[src/rtl/db_page_decoder.sv]
module db_page_decoder #(
  parameter int DOM_W     = 5,
  parameter int PAGE_W    = 12,
  parameter int SLOT_BASE = 'h40,
  parameter int NUM_KINDS = 10
) (
  input  logic                    clk,
  input  logic                    rst_n,
  input  logic                    wr_valid,
  output logic                    wr_ready,
  input  logic [DOM_W+PAGE_W-1:0] wr_addr,
  input  logic [31:0]             wr_data,
  input  logic [DOM_W-1:0]        grant_domain,
  output logic                    cmd_valid,
  input  logic                    cmd_ready,
  output logic [3:0]              cmd_kind,
  output logic [10:0]             cmd_qid,
  output logic [13:0]             cmd_count,
  output logic [1:0]              cmd_flags,
  output logic [29:0]             cmd_aux,
  output logic                    err_bad_qid,
  output logic                    err_access
);
  localparam int SLOT_W = PAGE_W - 5;
  localparam logic [PAGE_W-1:0] BASE      = PAGE_W'(SLOT_BASE);
  localparam logic [SLOT_W-1:0] LAST_SLOT = SLOT_W'(NUM_KINDS - 1);

  localparam logic [31:0] MASK_SEND = 32'hC000_F800;
  localparam logic [31:0] MASK_WRB  = 32'h0000_FC00;
  localparam logic [31:0] MASK_RECV = 32'h007F_FC00;
  localparam logic [31:0] MASK_PDU  = 32'hC000_3C00;
  localparam logic [31:0] MASK_CQ   = 32'hE000_3C00;

  logic [PAGE_W-1:0] off, rel;
  logic [SLOT_W-1:0] slot;
  logic [DOM_W-1:0]  dom;
  logic              accept, dom_ok, live, rsvd_hit, issue;
  logic [10:0]       d_qid;
  logic [13:0]       d_count;
  logic [1:0]        d_flags;
  logic [29:0]       d_aux;
  logic [31:0]       d_mask;

  assign off      = wr_addr[PAGE_W-1:0];
  assign dom      = wr_addr[DOM_W+PAGE_W-1:PAGE_W];
  assign rel      = off - BASE;
  assign slot     = rel[PAGE_W-1:5];
  assign live     = (off >= BASE) && (slot <= LAST_SLOT) && (rel[4:0] == 5'd0);
  assign dom_ok   = (dom == grant_domain);
  assign rsvd_hit = |(wr_data & d_mask);
  assign wr_ready = !cmd_valid || cmd_ready;
  assign accept   = wr_valid && wr_ready;
  assign issue    = dom_ok && live && !rsvd_hit;

  always_comb begin
    d_qid   = '0;
    d_count = '0;
    d_flags = '0;
    d_aux   = '0;
    d_mask  = '0;
    case (slot[3:0])
      4'd0, 4'd2, 4'd8: begin
        d_qid   = wr_data[10:0];
        d_count = wr_data[29:16];
        d_mask  = MASK_SEND;
      end
      4'd1: begin
        d_qid   = {1'b0, wr_data[9:0]};
        d_count = {6'b0, wr_data[31:24]};
        d_aux   = {22'b0, wr_data[23:16]};
        d_mask  = MASK_WRB;
      end
      4'd3, 4'd6: begin
        d_qid   = {1'b0, wr_data[9:0]};
        d_count = {6'b0, wr_data[31:24]};
        d_flags = {1'b0, wr_data[23]};
        d_mask  = MASK_RECV;
      end
      4'd4: begin
        d_qid   = {1'b0, wr_data[9:0]};
        d_count = wr_data[29:16];
        d_flags = wr_data[15:14];
        d_mask  = MASK_PDU;
      end
      4'd5: begin
        d_qid   = {1'b0, wr_data[9:0]};
        d_count = {3'b0, wr_data[26:16]};
        d_aux   = {25'b0, wr_data[31:27]};
        d_mask  = MASK_WRB;
      end
      4'd7: begin
        d_qid   = {1'b0, wr_data[9:0]};
        d_count = {1'b0, wr_data[28:16]};
        d_flags = wr_data[15:14];
        d_mask  = MASK_CQ;
      end
      4'd9: begin
        d_flags = {wr_data[0], wr_data[1]};
        d_aux   = wr_data[31:2];
      end
      default: ;
    endcase
  end

  always_ff @(posedge clk) begin
    if (!rst_n) begin
      cmd_valid   <= 1'b0;
      cmd_kind    <= '0;
      cmd_qid     <= '0;
      cmd_count   <= '0;
      cmd_flags   <= '0;
      cmd_aux     <= '0;
      err_bad_qid <= 1'b0;
      err_access  <= 1'b0;
    end else begin
      err_bad_qid <= accept && dom_ok && live && rsvd_hit;
      err_access  <= accept && !dom_ok;
      if (accept) begin
        cmd_valid <= issue;
        if (issue) begin
          cmd_kind  <= slot[3:0];
          cmd_qid   <= d_qid;
          cmd_count <= d_count;
          cmd_flags <= d_flags;
          cmd_aux   <= d_aux;
        end
      end else if (cmd_ready) begin
        cmd_valid <= 1'b0;
      end
    end
  end

  assert_hold_R11: assert property (@(posedge clk) disable iff (!rst_n)
    cmd_valid && !cmd_ready |=> cmd_valid && $stable(cmd_kind) && $stable(cmd_qid)
                                && $stable(cmd_count) && $stable(cmd_flags) && $stable(cmd_aux));

  assert_stall_R11: assert property (@(posedge clk) disable iff (!rst_n)
    cmd_valid && !cmd_ready && wr_valid |=> cmd_valid && $stable(cmd_qid));

  assert_kind_range_R2: assert property (@(posedge clk) disable iff (!rst_n)
    cmd_valid |-> cmd_kind <= 4'(NUM_KINDS - 1));

  assert_err_exclusive_R9: assert property (@(posedge clk) disable iff (!rst_n)
    !(err_access && err_bad_qid));

  assert_no_cmd_on_err_R8: assert property (@(posedge clk) disable iff (!rst_n)
    $rose(cmd_valid) |-> !err_bad_qid && !err_access);

  assert_err_needs_write_R9: assert property (@(posedge clk) disable iff (!rst_n)
    err_access |-> $past(wr_valid));

  assert_send_flags_R3: assert property (@(posedge clk) disable iff (!rst_n)
    cmd_valid && (cmd_kind == 4'd0 || cmd_kind == 4'd2 || cmd_kind == 4'd8)
      |-> cmd_flags == 2'b00 && cmd_aux == '0);
endmodule

[config.mk]
export PLATFORM = sky130hd
export DESIGN_NAME = db_page_decoder
export DESIGN_NICKNAME = d
export VERILOG_FILES = /design/src/rtl/db_page_decoder.sv
export SDC_FILE = /design/constraint.sdc
export NUM_CORES = 1
export LEC_CHECK = 0
export ABC_CLOCK_PERIOD_IN_PS = 6000
export CAP_MARGIN = 10
export CELL_PAD_IN_SITES_DETAIL_PLACEMENT = 1
export CELL_PAD_IN_SITES_GLOBAL_PLACEMENT = 2
export CORE_ASPECT_RATIO = 0.8
export CORE_UTILIZATION = 26
export DETAILED_ROUTE_END_ITERATION = 8
export GPL_ROUTABILITY_DRIVEN = 0
export GPL_TIMING_DRIVEN = 0
export PLACE_DENSITY_LB_ADDON = 0.1
export SYNTH_ARGS = -nofsm -noshare
export SYNTH_HDL_FRONTEND = slang
export SYNTH_SLANG_ARGS = --single-unit
[constraint.sdc]
create_clock -name clk -period 6 [get_ports clk]
set_clock_uncertainty 0.2 [all_clocks]
set_input_delay 0.6 -clock clk [delete_from_list [all_inputs] [get_ports clk]]
set_output_delay 0.6 -clock clk [all_outputs]
set_load 0.05 [all_outputs]
# Yosys cells after proc, flatten, opt, wreduce, memory -nomap -nowiden

Index checks and enable logic that the tools add are counted.

Eq/ne operators: 10
$lt $le $gt $ge: 2
Bitwise operators: 1
Add/sub/neg operators: 1
Muxes and demuxes: 7
Reduce and logical (&&, ||, !) cells: 25

Operators with widths:

| kind                                                 | number |
|---|---|
| case mux 32 bit (5 select lines)                     | 1 |
| case mux 30 bit (3 select lines)                     | 1 |
| case mux 14 bit (4 select lines)                     | 1 |
| AND 32 bit                                           | 1 |
| OR reduction 32 bit                                  | 1 |
| case mux 11 bit (2 select lines)                     | 1 |
| == test 4 x 3 -> 1 bit, second input constant        | 4 |
| >= comparator 12 x 7 -> 1 bit, second input constant | 1 |
| subtractor 12 x 7 -> 12 bit, second input constant   | 1 |
| logical AND 1 bit                                    | 9 |
| == test 4 x 2 -> 1 bit, second input constant        | 2 |
| == test 4 bit, second input constant                 | 2 |
| <= comparator 7 x 4 -> 1 bit, second input constant  | 1 |
| case mux 2 bit (3 select lines)                      | 1 |
| OR reduction 2 bit                                   | 3 |
| OR reduction 3 bit                                   | 2 |
| OR reduction 6 bit                                   | 1 |
| == test 5 bit                                        | 1 |
| zero test 5 bit                                      | 1 |
| == test 4 x 1 -> 1 bit, second input constant        | 1 |
| zero test 4 bit                                      | 1 |
| OR reduction 4 bit                                   | 1 |
| zero test 1 bit                                      | 3 |
| two-way mux 1 bit                                    | 2 |
| other kinds (3)                                      | 3 |

Output and inout bits: 65
Input bits: 58
Register bits: 64
Logic and storage cells: 54

# Depth between registers and ports, before layout

Depth after elaboration: 9
Mapped depth: 10
Mapped depth without buffers: 8

# Worst setup path after synthesis

No wires, ideal clock.

Kind: input-to-reg
From: in wr_addr[6]
To: reg cmd_aux[10]
Required time: 5.728 ns
Setup time: 0.072 ns
Setup slack: 3.257 ns
Stages: 10
Data arrival time: 2.471 ns
Cell sequence: inv_1 > ha_1 > xnor2_1 > clkbuf_1 > o31ai_1 > o32ai_1 > a211oi_2 > nand2_2 > buf_2 > mux2i_1

Word-level cells in the longest chain between the ends: 9
Elaborated cells on any way between the ends: 26
Those cells by class: add/sub (1); order compare (2); eq/ne (9); mux (2); bitwise (1); reduce/logical (11)

RTL lines:

| what                                                     | RTL line | source |
|---|---|---|
| from (decl)                                              | 11       | `input logic [DOM_W+PAGE_W-1:0] wr_addr,` |
| subtractor 12 x 7 -> 12 bit                              | 46       | `assign rel = off - BASE;` |
| == test 4 x 2 -> 1 bit (tied with other cells)           | 61       | `case (slot[3:0])` |
| OR reduction 3 bit or OR reduction 2 bit (tied branches) | --       |  |
| case mux 32 bit (5 select lines)                         | 61       |  |
| AND 32 bit                                               | 50       | `assign rsvd_hit = \|(wr_data & d_mask);` |
| OR reduction 32 bit                                      | 50       |  |
| zero test 1 bit                                          | 53       | `assign issue = dom_ok && live && !rsvd_hit;` |
| logical AND 1 bit                                        | 53       |  |
| AND reduction 2 bit (no line)                            | --       |  |
| to (signal assigned)                                     | 125      | `cmd_aux <= d_aux;` |
| to (decl)                                                | 20       | `output logic [29:0] cmd_aux,` |

Several ways; a longest one is shown, not always the timed one.
A chain may end at the register's enable or synchronous reset.

# Worst setup path after layout

From: in wr_addr[6]
To: reg cmd_aux[8]

Word-level cells in the longest chain between the ends: 9
Elaborated cells on any way between the ends: 26
Those cells by class: add/sub (1); order compare (2); eq/ne (9); mux (2); bitwise (1); reduce/logical (11)

RTL lines:

| what                                                     | RTL line | source |
|---|---|---|
| subtractor 12 x 7 -> 12 bit (*)                          | 46       |  |
| via rel[6]                                               | 34       | `logic [PAGE_W-1:0] off, rel;` |
| == test 4 x 2 -> 1 bit (tied with other cells)           | 61       |  |
| OR reduction 3 bit or OR reduction 2 bit (tied branches) | --       |  |
| case mux 32 bit (5 select lines)                         | 61       |  |
| AND 32 bit                                               | 50       |  |
| OR reduction 32 bit                                      | 50       |  |
| zero test 1 bit                                          | 53       |  |
| logical AND 1 bit                                        | 53       |  |
| AND reduction 2 bit (no line)                            | --       |  |

Mark *: on every way through the listed nets, which the timed path passes. The rest lies on a longest branch.

==> impl_metrics.csv <==
group,metric,value,unit
status,result_of_the_run,"finished clean",
logic_synthesis,main_combinational_cell_family_by_area_after_synthesis,"simple AND/OR/NAND/NOR gates",
timing,slew_headroom,53.5,%
clock_tree,root_buffer_selected_by_cts,"sky130_fd_sc_hd__clkbuf_16",
route,post_drt_via_cell_ratio,4.73,
logic_synthesis,post_synth_edffs,0,
clock_tree,clock_tree.buffer_depth,2,
logic_synthesis,synthTopCellsByArea,"sky130_fd_sc_hd__dfxtp_1 (40%), sky130_fd_sc_hd__mux2i_1 (19%), sky130_fd_sc_hd__nand2_1 (15%)",
setup_path,critical_path.cell_chain,"clkdlybuf4s50_1 -> inv_1 -> ha_1 -> xnor2_1 -> clkbuf_1 -> o31ai_1 -> o32ai_1 -> a211oi_2 -> nand2_2 -> buf_2 -> mux2i_1",
route,route.vias.total,3181,
logic_synthesis,synth_seq_cells,64,
clock_tree,clock_tree_from_tritoncts,"built",
pwr,total_leakage_power,2.14,nW
floorplanning,std_cell_rows,36,
grt,grt.overflow.total,0,
timing,tns,0,ps
logic_synthesis,post_synth_num_cell_types,47,
finish,postLayoutCoreUtil,40.7,%
setup_path,critPathSlowestCell,"sky130_fd_sc_hd__clkdlybuf4s50_1",
clock_tree,numCtsBuffers,9,
pwr,vdd_drop_max,0.122,mV
floorplanning,top_level_ports,123,
logic_synthesis,syn_inst,385,
floorplanning,die_h,102,µm
finish,post_route_cells_drive_above_1_share,4.41,%
logic_synthesis,synth_top_cell_by_area,"sky130_fd_sc_hd__dfxtp_1",
setup_path,path_buf_inv,4,
setup_path,crit_path_max_incr_delay,600,ps
timing,period_needed,3790,ps
timing,layout_setup_ws,2210,ps
route,drt_iter0_drc,156,
floorplanning,initial_core_utilization,26.5,%
clock_tree,post-cts-setup-buffers,0,
setup_path,crit_family,"buffers and inverters",
logic_synthesis,muxShareOfSynthArea,19.2,%
setup_path,timing.critical_path.required,6060,ps
finish,layout.nets,578,
logic_synthesis,synth_fp_nets,446,
finish,area.growth.synth_to_final,53.4,%
grt,grtUsageTotal,18.8,%
clock_tree,cts.clk_slew.worst_paths,50,ps
grt,first_global_vias,3304,
route,routed_wire_length_per_instance,17.1,µm
placement,pre_cts_slack,1820,ps
setup_path,worstPathMaxFanout,10,
route,remaining_drc_errors,0,
timing,slew_viol_final,0,
route,dr.pass1.iters,4,
clock_tree,cts.sinks,64,
placement,dpl_cell_area,0.00463,mm²
logic_synthesis,yosysWarningCount,0,
logic_synthesis,simple_gate_area_share_of_the_yosys_netlist,21.7,%
logic_synthesis,netlist.area_leader.share,39.7,%
clock_tree,postCtsHoldBufs,0,
placement,detailedPlacementHpwl,8.85,mm
logic_synthesis,synth-seq-area-share,39.7,%
setup_path,timing.setup.critical_path_class,"input pin to register",
floorplanning,design.die.area,0.0129,mm²
job,cap_viol_max_count,0,
floorplanning,fp.dieW,127,µm
route,drt.antenna.violating_nets,0,
timing,achievable-frequency,264,MHz
logic_synthesis,synth_ff_type,"sky130_fd_sc_hd__dfxtp_1",
grt,antenna_found_initial,0,
setup_path,worst_setup_path_start_kind,"input pin",
floorplanning,coreArea,0.0122,mm²
timing,hold-worst-slack,261,ps
finish,antenna_cells_inserted,0,
logic_synthesis,share_of_the_synthesized_area_in_compound_gates_ao_oa_aoi_oai,11.1,%
clock_tree,htree_levels,3,
placement,port_buffers,121,
worst_hold_path,worstHoldPathType,"register to register",
setup_path,setup.worst_path.end_class,"register",
finish,final_std_cell_area_no_fill,0.00495,mm²
grt,wire_length_of_the_first_global_routing_pass,18.1,mm
clock_tree,cts-resized-gates,0,
logic_synthesis,synth-adder-area-share,1.47,%
logic_synthesis,synth_xor_area_share,2.40,%
pwr,power_per_cell_area,232,mW/mm²
grt,grt_max_degree,11,
timing,rsz0062_at_grt,"no",
timing,worst-slew-pin-transition,698,ps
logic_synthesis,synth.cell_area,0.00323,mm²
timing,post-route-period-util,63.2,%
logic_synthesis,synth.avg_cell_area,8.38,µm²
route,route.final.wire_length,11.5,mm
timing,final-hold-violation-count,0,
logic_synthesis,postSynth.asyncResetShare,0,%
clock_tree,worst_skew_pair.late_latency,330,ps
setup_path,data_arrival_time_of_the_critical_path,3850,ps
timing,setup_viol_count_final,0,
## state kept, by name, summed over array words and instances (netlist names)
signal	flops
cmd_aux	30
cmd_count	14
cmd_qid	11
cmd_kind	4
cmd_flags	2
cmd_valid	1
err_access	1
err_bad_qid	1
## cell type report
| type | instances | area [µm²] |
|---|---|---|
| fill | 1460 | 7210 |
| timing repair buffer | 121 | 1210 |
| sequential | 64 | 1280 |
| clock inverter | 3 | 65.1 |
| buffer | 28 | 125 |
| tap | 152 | 190 |
| clock buffer | 12 | 256 |
| multi-input combinational | 289 | 1810 |
| inverter | 4 | 15.0 |
## synthesized netlist by cell type (all sizes together), types with 2 or more instances
master and number:
and2 2, mux2i 62, xor2 4, a21o 3, clkbuf 19, buf 9, xnor2 4, o32ai 2
or3 3, nand3 6, a22o 9, nor4 3, nand2b 4, nand2 129, nor2 5, inv 4
nor3 3, a41o 2, ha 3, dfxtp 64, a21oi 9, o21ai 9, and3 6, a21boi 2
nor3b 2
## per-stage QoR
| stage | std cells | power, mW |
|---|---|---|
| detailed placement | 658 | 0.586 |
| finish | 673 | 1.15 |
| CTS | 673 | 1.17 |
| floorplan | 385 | 0.508 |
| global route | 673 | 1.20 |
| global placement | 658 | 0.584 |
## worst register-to-register path, delay by kind of cell, from the launching register on
family | cells | cell delay [ps]
multiplexers | 1 | 160
flip-flops | 1 | 310
buffers and inverters | 2 | 490
AND/OR/NAND/NOR | 4 | 630
AO/OA/AOI/OAI | 1 | 510
## worst paths after layout
path         slack (ps)        from         end  cells after the start
min                 260  cmd_qid[5]  cmd_qid[5]                      2
max                2210  wr_addr[6]  cmd_aux[8]                     11
max reg2reg        3570   cmd_valid  cmd_aux[8]                      8
min reg2reg         260  cmd_qid[5]  cmd_qid[5]                      2
## layout by cell type (no fill, tap or decap), drive strengths merged, types with 3 or more instances in the layout
cell type        n
nand2b           4
a21o             3
ha               3
buf              9
clkdlybuf4s50  121
xor2             4
nor4             3
and3             6
nand2          129
inv              4
mux2i           62
o21ai            9
nor2             5
nand3            6
a22o             9
xnor2            4
dfxtp           64
nor3             3
clkbuf          31
or3              3
a21oi            9
## cells by family (layout without fill, tap and decap cells)
group | after synthesis | count (layout)
AND/OR/NAND/NOR | 166 | 166
flip-flops | 64 | 64
multiplexers | 62 | 62
AO/OA/AOI/OAI | 49 | 49
buffers and inverters | 32 | 168
XOR/XNOR | 8 | 8
adder cells (fa/ha/maj) | 4 | 4
## report_power, final
| part | total (mW) | leakage [nW] | switching, mW | internal (mW) |
|---|---|---|---|---|
| registers | 0.426 | 0.515 | 0.0000811 | 0.426 |
| logic | 0.150 | 1.46 | 0.0835 | 0.0661 |
| clock network | 0.576 | 0.159 | 0.192 | 0.383 |
| total | 1.15 | 2.14 | 0.276 | 0.875 |
## per-layer routing
metal | wire (µm) | GRT usage, % | share of wire [%] | up-vias
met5 | 0 | 0 | 0 | -
met4 | 128 | 5.28 | 1.1 | 0
met3 | 680 | 4.75 | 5.9 | 9
met2 | 5120 | 30.0 | 45 | 97
met1 | 5580 | 25.3 | 48 | 1493
li1 | - | - | - | 1582
Power figures use the tool's default switching activity.
